[src/rtl/tp_pkg.sv]
package tp_pkg;

  typedef enum logic [1:0] {
    SRC_BIM = 2'd0,
    SRC_LOC = 2'd1,
    SRC_GLB = 2'd2
  } src_e;

  localparam logic [1:0] CTR_INIT = 2'd1;

  function automatic logic [1:0] sat_step(input logic [1:0] ctr, input logic up);
    logic [1:0] nxt;
    if (up) nxt = (ctr == 2'd3) ? 2'd3 : ctr + 2'd1;
    else    nxt = (ctr == 2'd0) ? 2'd0 : ctr - 2'd1;
    return nxt;
  endfunction

endpackage

[src/rtl/tp_fwd_ram.sv]
module tp_fwd_ram #(
  parameter int IDX_W = 6,
  parameter int DAT_W = 2,
  parameter int NRD = 2,
  parameter logic [DAT_W-1:0] RST_VAL = '0,
  parameter bit FWD = 1'b1
) (
  input  logic             clk,
  input  logic             rst,
  input  logic             we,
  input  logic [IDX_W-1:0] widx,
  input  logic [DAT_W-1:0] wdat,
  input  logic [IDX_W-1:0] rd_idx [NRD],
  output logic [DAT_W-1:0] rd_dat [NRD]
);
  localparam int DEPTH = 1 << IDX_W;

  logic [DAT_W-1:0] mem [DEPTH];

  always_ff @(posedge clk) begin
    if (rst) begin
      for (int i = 0; i < DEPTH; i++) mem[i] <= RST_VAL;
    end else if (we) begin
      mem[widx] <= wdat;
    end
  end

  // Port 0 serves predictions; it may see a same-cycle write first.
  generate
    if (FWD) begin : g_fwd
      assign rd_dat[0] = (we && widx == rd_idx[0]) ? wdat : mem[rd_idx[0]];
    end else begin : g_nofwd
      assign rd_dat[0] = mem[rd_idx[0]];
    end
    for (genvar p = 1; p < NRD; p++) begin : g_rd
      assign rd_dat[p] = mem[rd_idx[p]];
    end
  endgenerate

endmodule

[src/rtl/tp_shq.sv]
module tp_shq #(
  parameter int DEPTH = 4,
  parameter int DAT_W = 6
) (
  input  logic             clk,
  input  logic             rst,
  input  logic             push,
  input  logic [DAT_W-1:0] push_dat,
  input  logic             flush,
  output logic             commit_vld,
  output logic [DAT_W-1:0] commit_dat,
  output logic [$clog2(DEPTH+1)-1:0] count
);
  localparam int CNT_W = $clog2(DEPTH + 1);
  localparam int PTR_W = (DEPTH > 1) ? $clog2(DEPTH) : 1;

  logic [DAT_W-1:0] ent_q [DEPTH];
  logic [CNT_W-1:0] cnt_q;
  logic             full;

  assign full       = (cnt_q == CNT_W'(DEPTH));
  assign commit_vld = push && !flush && full;
  assign commit_dat = ent_q[0];
  assign count      = cnt_q;

  always_ff @(posedge clk) begin
    if (rst || flush) begin
      cnt_q <= '0;
    end else if (push && !full) begin
      cnt_q <= cnt_q + 1'b1;
    end
  end

  always_ff @(posedge clk) begin
    if (push && !flush && !rst) begin
      if (full) begin
        for (int i = 0; i < DEPTH - 1; i++) ent_q[i] <= ent_q[i+1];
        ent_q[DEPTH-1] <= push_dat;
      end else begin
        ent_q[cnt_q[PTR_W-1:0]] <= push_dat;
      end
    end
  end

endmodule

[src/rtl/tourn_pred.sv]
module tourn_pred #(
  parameter int PC_W      = 8,
  parameter int BIM_W     = 6,
  parameter int META_W    = 6,
  parameter int LHT_W     = 5,
  parameter int LHIST_W   = 6,
  parameter int SHQ_DEPTH = 4
) (
  input  logic            clk,
  input  logic            rst,
  input  logic            pred_valid,
  input  logic [PC_W-1:0] pred_pc,
  input  logic            flush,
  input  logic            upd_valid,
  input  logic [PC_W-1:0] upd_pc,
  input  logic            upd_taken,
  output logic            pred_out_valid,
  output logic            pred_taken,
  output logic [1:0]      pred_src
);
  import tp_pkg::*;

  localparam int GHIST_W = PC_W;
  localparam int SHQ_W   = LHT_W + 1;
  localparam int CNT_W   = $clog2(SHQ_DEPTH + 1);

  // ---------------- committed global history ----------------
  logic [GHIST_W-1:0] ghist_q;
  logic               cm_vld;
  logic [SHQ_W-1:0]   cm_dat;
  logic [CNT_W-1:0]   shq_count;

  always_ff @(posedge clk) begin
    if (rst) ghist_q <= '0;
    else if (cm_vld) ghist_q <= {ghist_q[GHIST_W-2:0], cm_dat[0]};
  end

  // ---------------- table read/write wiring ----------------
  logic [BIM_W-1:0]   bim_ri [2];
  logic [1:0]         bim_rd [2];
  logic [LHIST_W-1:0] lpt_ri [2];
  logic [1:0]         lpt_rd [2];
  logic [GHIST_W-1:0] gpt_ri [2];
  logic [1:0]         gpt_rd [2];
  logic [META_W-1:0]  meta_ri [2];
  logic [1:0]         meta_rd [2];
  logic [LHT_W-1:0]   lht_ri [3];
  logic [LHIST_W-1:0] lht_rd [3];

  logic [1:0]         bim_wd, lpt_wd, gpt_wd, meta_wd;
  logic [LHIST_W-1:0] lht_wd;

  // port 0: prediction, port 1: update, lht port 2: commit
  assign bim_ri[0]  = pred_pc[BIM_W-1:0];
  assign bim_ri[1]  = upd_pc[BIM_W-1:0];
  assign meta_ri[0] = pred_pc[META_W-1:0];
  assign meta_ri[1] = upd_pc[META_W-1:0];
  assign lht_ri[0]  = pred_pc[LHT_W-1:0];
  assign lht_ri[1]  = upd_pc[LHT_W-1:0];
  assign lht_ri[2]  = cm_dat[SHQ_W-1:1];
  assign lpt_ri[0]  = lht_rd[0];
  assign lpt_ri[1]  = lht_rd[1];
  assign gpt_ri[0]  = pred_pc ^ ghist_q;
  assign gpt_ri[1]  = upd_pc ^ ghist_q;

  tp_fwd_ram #(.IDX_W(BIM_W), .DAT_W(2), .NRD(2), .RST_VAL(CTR_INIT), .FWD(1'b1)) u_bim (
    .clk(clk), .rst(rst), .we(upd_valid), .widx(bim_ri[1]), .wdat(bim_wd),
    .rd_idx(bim_ri), .rd_dat(bim_rd));

  tp_fwd_ram #(.IDX_W(LHIST_W), .DAT_W(2), .NRD(2), .RST_VAL(CTR_INIT), .FWD(1'b1)) u_lpt (
    .clk(clk), .rst(rst), .we(upd_valid), .widx(lpt_ri[1]), .wdat(lpt_wd),
    .rd_idx(lpt_ri), .rd_dat(lpt_rd));

  tp_fwd_ram #(.IDX_W(GHIST_W), .DAT_W(2), .NRD(2), .RST_VAL(CTR_INIT), .FWD(1'b1)) u_gpt (
    .clk(clk), .rst(rst), .we(upd_valid), .widx(gpt_ri[1]), .wdat(gpt_wd),
    .rd_idx(gpt_ri), .rd_dat(gpt_rd));

  tp_fwd_ram #(.IDX_W(META_W), .DAT_W(2), .NRD(2), .RST_VAL(2'd0), .FWD(1'b1)) u_meta (
    .clk(clk), .rst(rst), .we(upd_valid), .widx(meta_ri[1]), .wdat(meta_wd),
    .rd_idx(meta_ri), .rd_dat(meta_rd));

  // Local histories change only on commit; reads see the pre-commit value.
  tp_fwd_ram #(.IDX_W(LHT_W), .DAT_W(LHIST_W), .NRD(3), .RST_VAL('0), .FWD(1'b0)) u_lht (
    .clk(clk), .rst(rst), .we(cm_vld), .widx(lht_ri[2]), .wdat(lht_wd),
    .rd_idx(lht_ri), .rd_dat(lht_rd));

  assign lht_wd = {lht_rd[2][LHIST_W-2:0], cm_dat[0]};

  // ---------------- prediction path ----------------
  logic p_dir;
  src_e p_src;

  always_comb begin
    unique case (meta_rd[0])
      2'd0:    begin p_src = SRC_BIM; p_dir = bim_rd[0][1]; end
      2'd1:    begin p_src = SRC_LOC; p_dir = lpt_rd[0][1]; end
      default: begin p_src = SRC_GLB; p_dir = gpt_rd[0][1]; end
    endcase
  end

  always_ff @(posedge clk) begin
    if (rst) begin
      pred_out_valid <= 1'b0;
      pred_taken     <= 1'b0;
      pred_src       <= SRC_BIM;
    end else begin
      pred_out_valid <= pred_valid;
      if (pred_valid) begin
        pred_taken <= p_dir;
        pred_src   <= p_src;
      end
    end
  end

  // ---------------- update path ----------------
  logic bim_ok, loc_ok, glb_ok, sel_ok;

  assign bim_ok = (bim_rd[1][1] == upd_taken);
  assign loc_ok = (lpt_rd[1][1] == upd_taken);
  assign glb_ok = (gpt_rd[1][1] == upd_taken);

  always_comb begin
    unique case (meta_rd[1])
      2'd0:    sel_ok = bim_ok;
      2'd1:    sel_ok = loc_ok;
      default: sel_ok = glb_ok;
    endcase
    meta_wd = meta_rd[1];
    if (!sel_ok) begin
      if (bim_ok)      meta_wd = SRC_BIM;
      else if (loc_ok) meta_wd = SRC_LOC;
      else if (glb_ok) meta_wd = SRC_GLB;
    end
  end

  assign bim_wd = sat_step(bim_rd[1], upd_taken);
  assign lpt_wd = sat_step(lpt_rd[1], upd_taken);
  assign gpt_wd = sat_step(gpt_rd[1], upd_taken);

  // ---------------- speculative history queue ----------------
  tp_shq #(.DEPTH(SHQ_DEPTH), .DAT_W(SHQ_W)) u_shq (
    .clk(clk), .rst(rst), .push(pred_valid), .push_dat({lht_ri[0], p_dir}),
    .flush(flush), .commit_vld(cm_vld), .commit_dat(cm_dat), .count(shq_count));

endmodule

[config.mk]
export PLATFORM = sky130hd
export DESIGN_NAME = tourn_pred
export DESIGN_NICKNAME = d
export VERILOG_FILES = /design/src/rtl/tp_pkg.sv /design/src/rtl/tp_fwd_ram.sv /design/src/rtl/tp_shq.sv /design/src/rtl/tourn_pred.sv
export SDC_FILE = /design/constraint.sdc
export NUM_CORES = 2
export LEC_CHECK = 0
export BUFFER_PORTS_ARGS = -buffer_cell sky130_fd_sc_hd__buf_2
export CAP_MARGIN = 5
export CORE_ASPECT_RATIO = 1.4
export CORE_MARGIN = 2
export CORE_UTILIZATION = 55
export DETAILED_ROUTE_END_ITERATION = 8
export HOLD_SLACK_MARGIN = 0.05
export PLACE_DENSITY = 0.75
export SYNTH_ARGS = -nofsm -noshare
export SYNTH_HDL_FRONTEND = slang
export SYNTH_HIERARCHICAL = 1
export SYNTH_SLANG_ARGS = --single-unit
export TNS_END_PERCENT = 30
[constraint.sdc]
create_clock -name clk -period 6.6 [get_ports clk]
set_input_delay 0.66 -clock clk [delete_from_list [all_inputs] [get_ports clk]]
set_output_delay 0.66 -clock clk [all_outputs]
set_load 0.05 [all_outputs]
# Word level (Yosys, flattened, before mapping)
# Memories as Yosys holds them, arrays and structs flattened.
# Index checks and enable logic that the tools add are counted.
[word_totals] reg_bits=15 ramBits=1112 in_bits=22 elab_cells=106 mem_count=6
[mem_list] name="u_gpt.mem" depth=256 width=2 read_ports=2 rd_clocked_by_memory_dff=0 wr=256 line_no="tp_fwd_ram.sv:18" rtl="logic [DAT_W-1:0] mem [DEPTH];"
[mem_list] name="u_lht.mem" depth=32 width=6 read_ports=3 rd_clocked_by_memory_dff=0 wr=32 line_no="tp_fwd_ram.sv:18"
[mem_list] name="u_bim.mem" depth=64 width=2 read_ports=2 rd_clocked_by_memory_dff=0 wr=64 line_no="tp_fwd_ram.sv:18"
[mem_list] name="u_lpt.mem" depth=64 width=2 read_ports=2 rd_clocked_by_memory_dff=0 wr=64 line_no="tp_fwd_ram.sv:18"
[mem_list] name="u_meta.mem" depth=64 width=2 read_ports=2 rd_clocked_by_memory_dff=0 wr=64 line_no="tp_fwd_ram.sv:18"
[mem_list] name="u_shq.ent_q" depth=4 width=6 read_ports=4 rd_clocked_by_memory_dff=0 wr=4 line_no="tp_shq.sv:17" rtl="logic [DAT_W-1:0] ent_q [DEPTH];"
[op_classes] addsub=7 n_eq_ne=12 n_mux=52 n_bitwise=2 n_reduce_logical=22
[ops] op="two-way mux 2 bit" n=22
[ops] op="two-way mux 6 bit" n=5
[ops] op="two-way mux 1 bit" n=20
[ops] op="XOR 8 bit" n=2
[ops] op="== test 6 bit" n=2
[ops] op="OR reduction 6 bit" n=2
[ops] op="logical NOT 2 bit" n=5
[ops] op="== test 8 bit" n=1
[ops] op="two-way mux 8 bit" n=1
[ops] op="OR reduction 2 bit" n=4
[ops] op="logical AND 1 bit" n=7
[ops] op="adder 2 x 1 -> 2 bit, second input constant" n=3
[ops] op="== test 2 bit, second input constant" n=3
[ops] op="subtractor 2 x 1 -> 2 bit, second input constant" n=3
[ops] op="two-way mux 5 bit" n=1
[ops] op="== test 2 x 1 -> 1 bit, second input constant" n=2
[ops] op="case mux 1 bit (2 select lines)" n=2
[ops] op="case mux 2 bit (2 select lines)" n=1
[ops] op="adder 3 x 1 -> 3 bit, second input constant" n=1
[ops] op="== test 1 bit" n=3
[ops] op="== test 3 bit, second input constant" n=1
[ops] op="logical NOT 1 bit" n=3
[ops] op="logical OR 1 bit" n=1

# Depth between registers and ports, before layout
# An unclocked memory read counts as a cell.
[logic_depth] word_depth=11 ltp_mapped=22 ltp_nobuf=16

# Cells and area by module
# The synthesis kept the hierarchy.
[by_module_without_submodules] module="tp_fwd_ram (u_gpt)" instances=1 cells_each=2203 area_each_um2=29097.9 seq_area_each_um2=15374.7
[by_module_without_submodules] module="tp_fwd_ram (u_lht)" instances=1 cells_each=721 area_each_um2=12039.0 seq_area_each_um2=5765.5
[by_module_without_submodules] module="tp_fwd_ram (u_bim)" instances=1 cells_each=579 area_each_um2=7803.7 seq_area_each_um2=3843.7
[by_module_without_submodules] module="tp_fwd_ram (u_meta)" instances=1 cells_each=591 area_each_um2=7770.0 seq_area_each_um2=3843.7
[by_module_without_submodules] module="tp_fwd_ram (u_lpt)" instances=1 cells_each=598 area_each_um2=7722.4 seq_area_each_um2=3843.7
[by_module_without_submodules] module="tp_shq" instances=1 cells_each=75 area_each_um2=1176.1 seq_area_each_um2=780.7
[by_module_without_submodules] module="tourn_pred" instances=1 cells_each=90 area_each_um2=775.7 seq_area_each_um2=240.2

# Least setup slack after synthesis
# Ideal clock, no wire load.
[synth_timing] kind="input-to-reg" start="in upd_pc[2]" end="mem u_shq.ent_q[2][0] (data pin)" setup_ns=0.260 arrival_time_ns=5.637 required_ns=6.340 slack_ns=0.703 path_stages=21 n_path_buf=6 path_cell_list="buf_2 > buf_1 > mux4_2 > mux4_2 > mux2_2 > buf_6 > buf_4 > mux4_2 > mux4_2 > a22oi_1 > nand3_1 > clkbuf_1 > nor2_1 > a221oi_1 > o21ai_0 > clkbuf_1 > nand2_1 > o211ai_1 > mux2_1 > mux2_2 > mux2_2"
[synth_lines] item="from (decl)" line_no="tourn_pred.sv:15" rtl="input logic [PC_W-1:0] upd_pc,"
[synth_lines] item="to (decl)" line_no="tp_shq.sv:17"

==> impl_metrics.yaml <==
status:
  status: "complete, no violations"
synth:
  syn_nets: 4655
  ys.warnings.count: 6
  avgSynthCellArea_um2: 13.6
  synth_cells: 4631
  netlist_area_um2: 63100
floorplan:
  dieHeight_um: 405
  fp-row-count: 147
  dieArea_um2: 118000
  num_io_pins: 26
  start_util: 0.553
  die_w_um: 290
  core_area_um2: 114000
route:
  drt_iter0_drc: 5780
  via_per_inst: 7.16
  route.detailed.drc: 0
  wl_per_cell_um: 31.0
  wl_um: 186000
  antenna_left: 0
  drt_pass1_iterations: 8
  dr_total_vias: 42900
placed_design:
  gp_congestion: 0.954
  hpwl_um: 120000
  numPortBuffers: 25
clocking:
  tritoncts: "yes"
  numCtsBuffers: 106
  ctsHtreeMaxLevel: 3
  ctsRootBufferMaster: "clkbuf_16"
  post-cts-setup-buffers: 0
  ctsLongestPathBuffers: 3
  cts.sinks: 1127
  clk-insertion-delay-late_ps: 750
  hold_buffers: 0
  path_clk_slew_ps: 70
  cts-resized-gates: 0
global_route:
  grt_overflow: 0
  grt_pass1_vias: 43500
  grt_max_degree: 209
  grt_pass1_wl_um: 276000
  antenna_found_initial: 3
  grtUsageTotal: 0.316
worst_hold_path:
  worstHoldEndpoint: "u_shq/count[0]$_SDFFE_PP0P_"
  hp-class: "primary input to flip-flop"
  hold_path_depth: 2
  hp-start: "flush"
critical_path:
  path_class: "flip-flop to flip-flop"
  start_kind: "flip-flop"
  crit_chain: "xor2_4 > buf_12 > buf_12 > mux4_2 > mux4_2 > a22oi_1 > a21oi_1 > or4_1 > buf_4 > xnor2_1 > a221oi_1 > o21ai_2 > nand2_1 > o211ai_1 > mux2_1 > mux2_2 > mux2_2"
  r2r-start: "ghist_q[0]$_SDFFE_PP0P_"
  critPathMaxFanout: 24
  reg2reg_slack_ps: 770
  critPathTopFamily: "multiplexers"
  end_kind: "flip-flop"
  cp_data_arrival_time_ps: 6330
  cpMaxStageDelayCell: "dfxtp_1"
  r2r_cells: 17
  path_buf_inv: 3
  worstReg2RegEnd: "u_shq/ent_q[2][0]$_DFFE_PP_"
  critPathMaxStageDelay_ps: 590
  required_ps: 7090
timing:
  period_share: 0.883
  setup-tns-final_ps: 0
  rsz0062_at_grt: "false"
  clock-skew-final_ps: 65.8
  clock.fmax_mhz: 171
  hold_violations: 0
  finalSetupViolCount: 0
  slew_violations: 0
  min_period_ps: 5830
  whs_ps: 214
  slew_headroom: 0.0826
  tightest_slew_ps: 1370
cells_and_area:
  final_layout_size_suffix_gt1_frac: 0.229
  multi_input_area_um2: 27500
  fillCellCount: 8442
  final_common_cell: "edfxtp_1"
  layout.nets: 4434
  syn2layout_area_growth_pct: 8.19
  regArea_um2: 33700
  final_util: 0.598
  layout_common_cells: "1112 x edfxtp_1, 506 x mux4_2, 371 x a21o_1"
pwr:
  worst_ir_drop_vdd_v: 0.000256
  powerDensity_nw_per_um2: 243
  cellLeakagePower_nw: 23.6
flow_run:
  cap_viol_max_count: 0
flip-flops by register name, summed over array words and instances, names as in the netlist:
signal,count
pred_taken,1
ghist_q,8
pred_out_valid,1
u_shq/ent_q,24
u_shq/count,3
u_lht/mem,192
u_meta/mem,128
u_lpt/mem,128
pred_src,2
u_gpt/mem,512
u_bim/mem,128
worst max-delay path by stage:
stage	from	endpoint	slack, ps	depth (start not counted)
after floorplan	upd_pc[2]	u_shq/ent_q[2][0]$_DFFE_PP_	700	21
after global placement	upd_pc[1]	u_shq/ent_q[0][0]$_DFFE_PP_	570	18
after detailed placement	upd_pc[1]	u_shq/ent_q[2][0]$_DFFE_PP_	470	17
after CTS	ghist_q[0]$_SDFFE_PP0P_	u_shq/ent_q[2][0]$_DFFE_PP_	840	17
after global routing	ghist_q[0]$_SDFFE_PP0P_	u_shq/ent_q[2][0]$_DFFE_PP_	660	18
final	ghist_q[0]$_SDFFE_PP0P_	u_shq/ent_q[2][0]$_DFFE_PP_	770	17
layer usage:
metal / GRT usage / vias up / share of wire
li1: - / 17500 / -
met1: 0.371 / 21500 / 0.32
met2: 0.534 / 3081 / 0.50
met3: 0.0619 / 820 / 0.11
met4: 0.208 / 8 / 0.075
met5: 0.000413 / - / 0.00033
layout make-up:
cell class                 count  share of cell area
clock buffer                 123              0.0403
clock inverter                76              0.0116
inverter                      17            0.000934
multi-input combinational   2961               0.402
antenna                        1           0.0000366
timing repair buffer         197              0.0245
tap                         1490              0.0273
sequential                  1127               0.493
stage by stage:
| stage | instances | worst slack, ps | total power, mW | area, um2 |
|---|---|---|---|---|
| after floorplan | 4631 | 703 | 9.69 | 63100 |
| after global placement | 5791 | 574 | 10.3 | 64700 |
| after detailed placement | 5791 | 471 | 10.4 | 64700 |
| after CTS | 5990 | 841 | 16.6 | 68300 |
| after global routing | 5991 | 663 | 17.0 | 68300 |
| final | 5992 | 769 | 16.6 | 68300 |
power by group:
group          total (mW)  switching [mW]  leakage, nW  internal, mW
Combinational        2.14            1.35         11.6         0.792
Clock                6.30            2.84         1.73          3.46
Sequential           8.13           0.120         10.3          8.01
No activity file was read; power rests on OpenSTA's default activity.
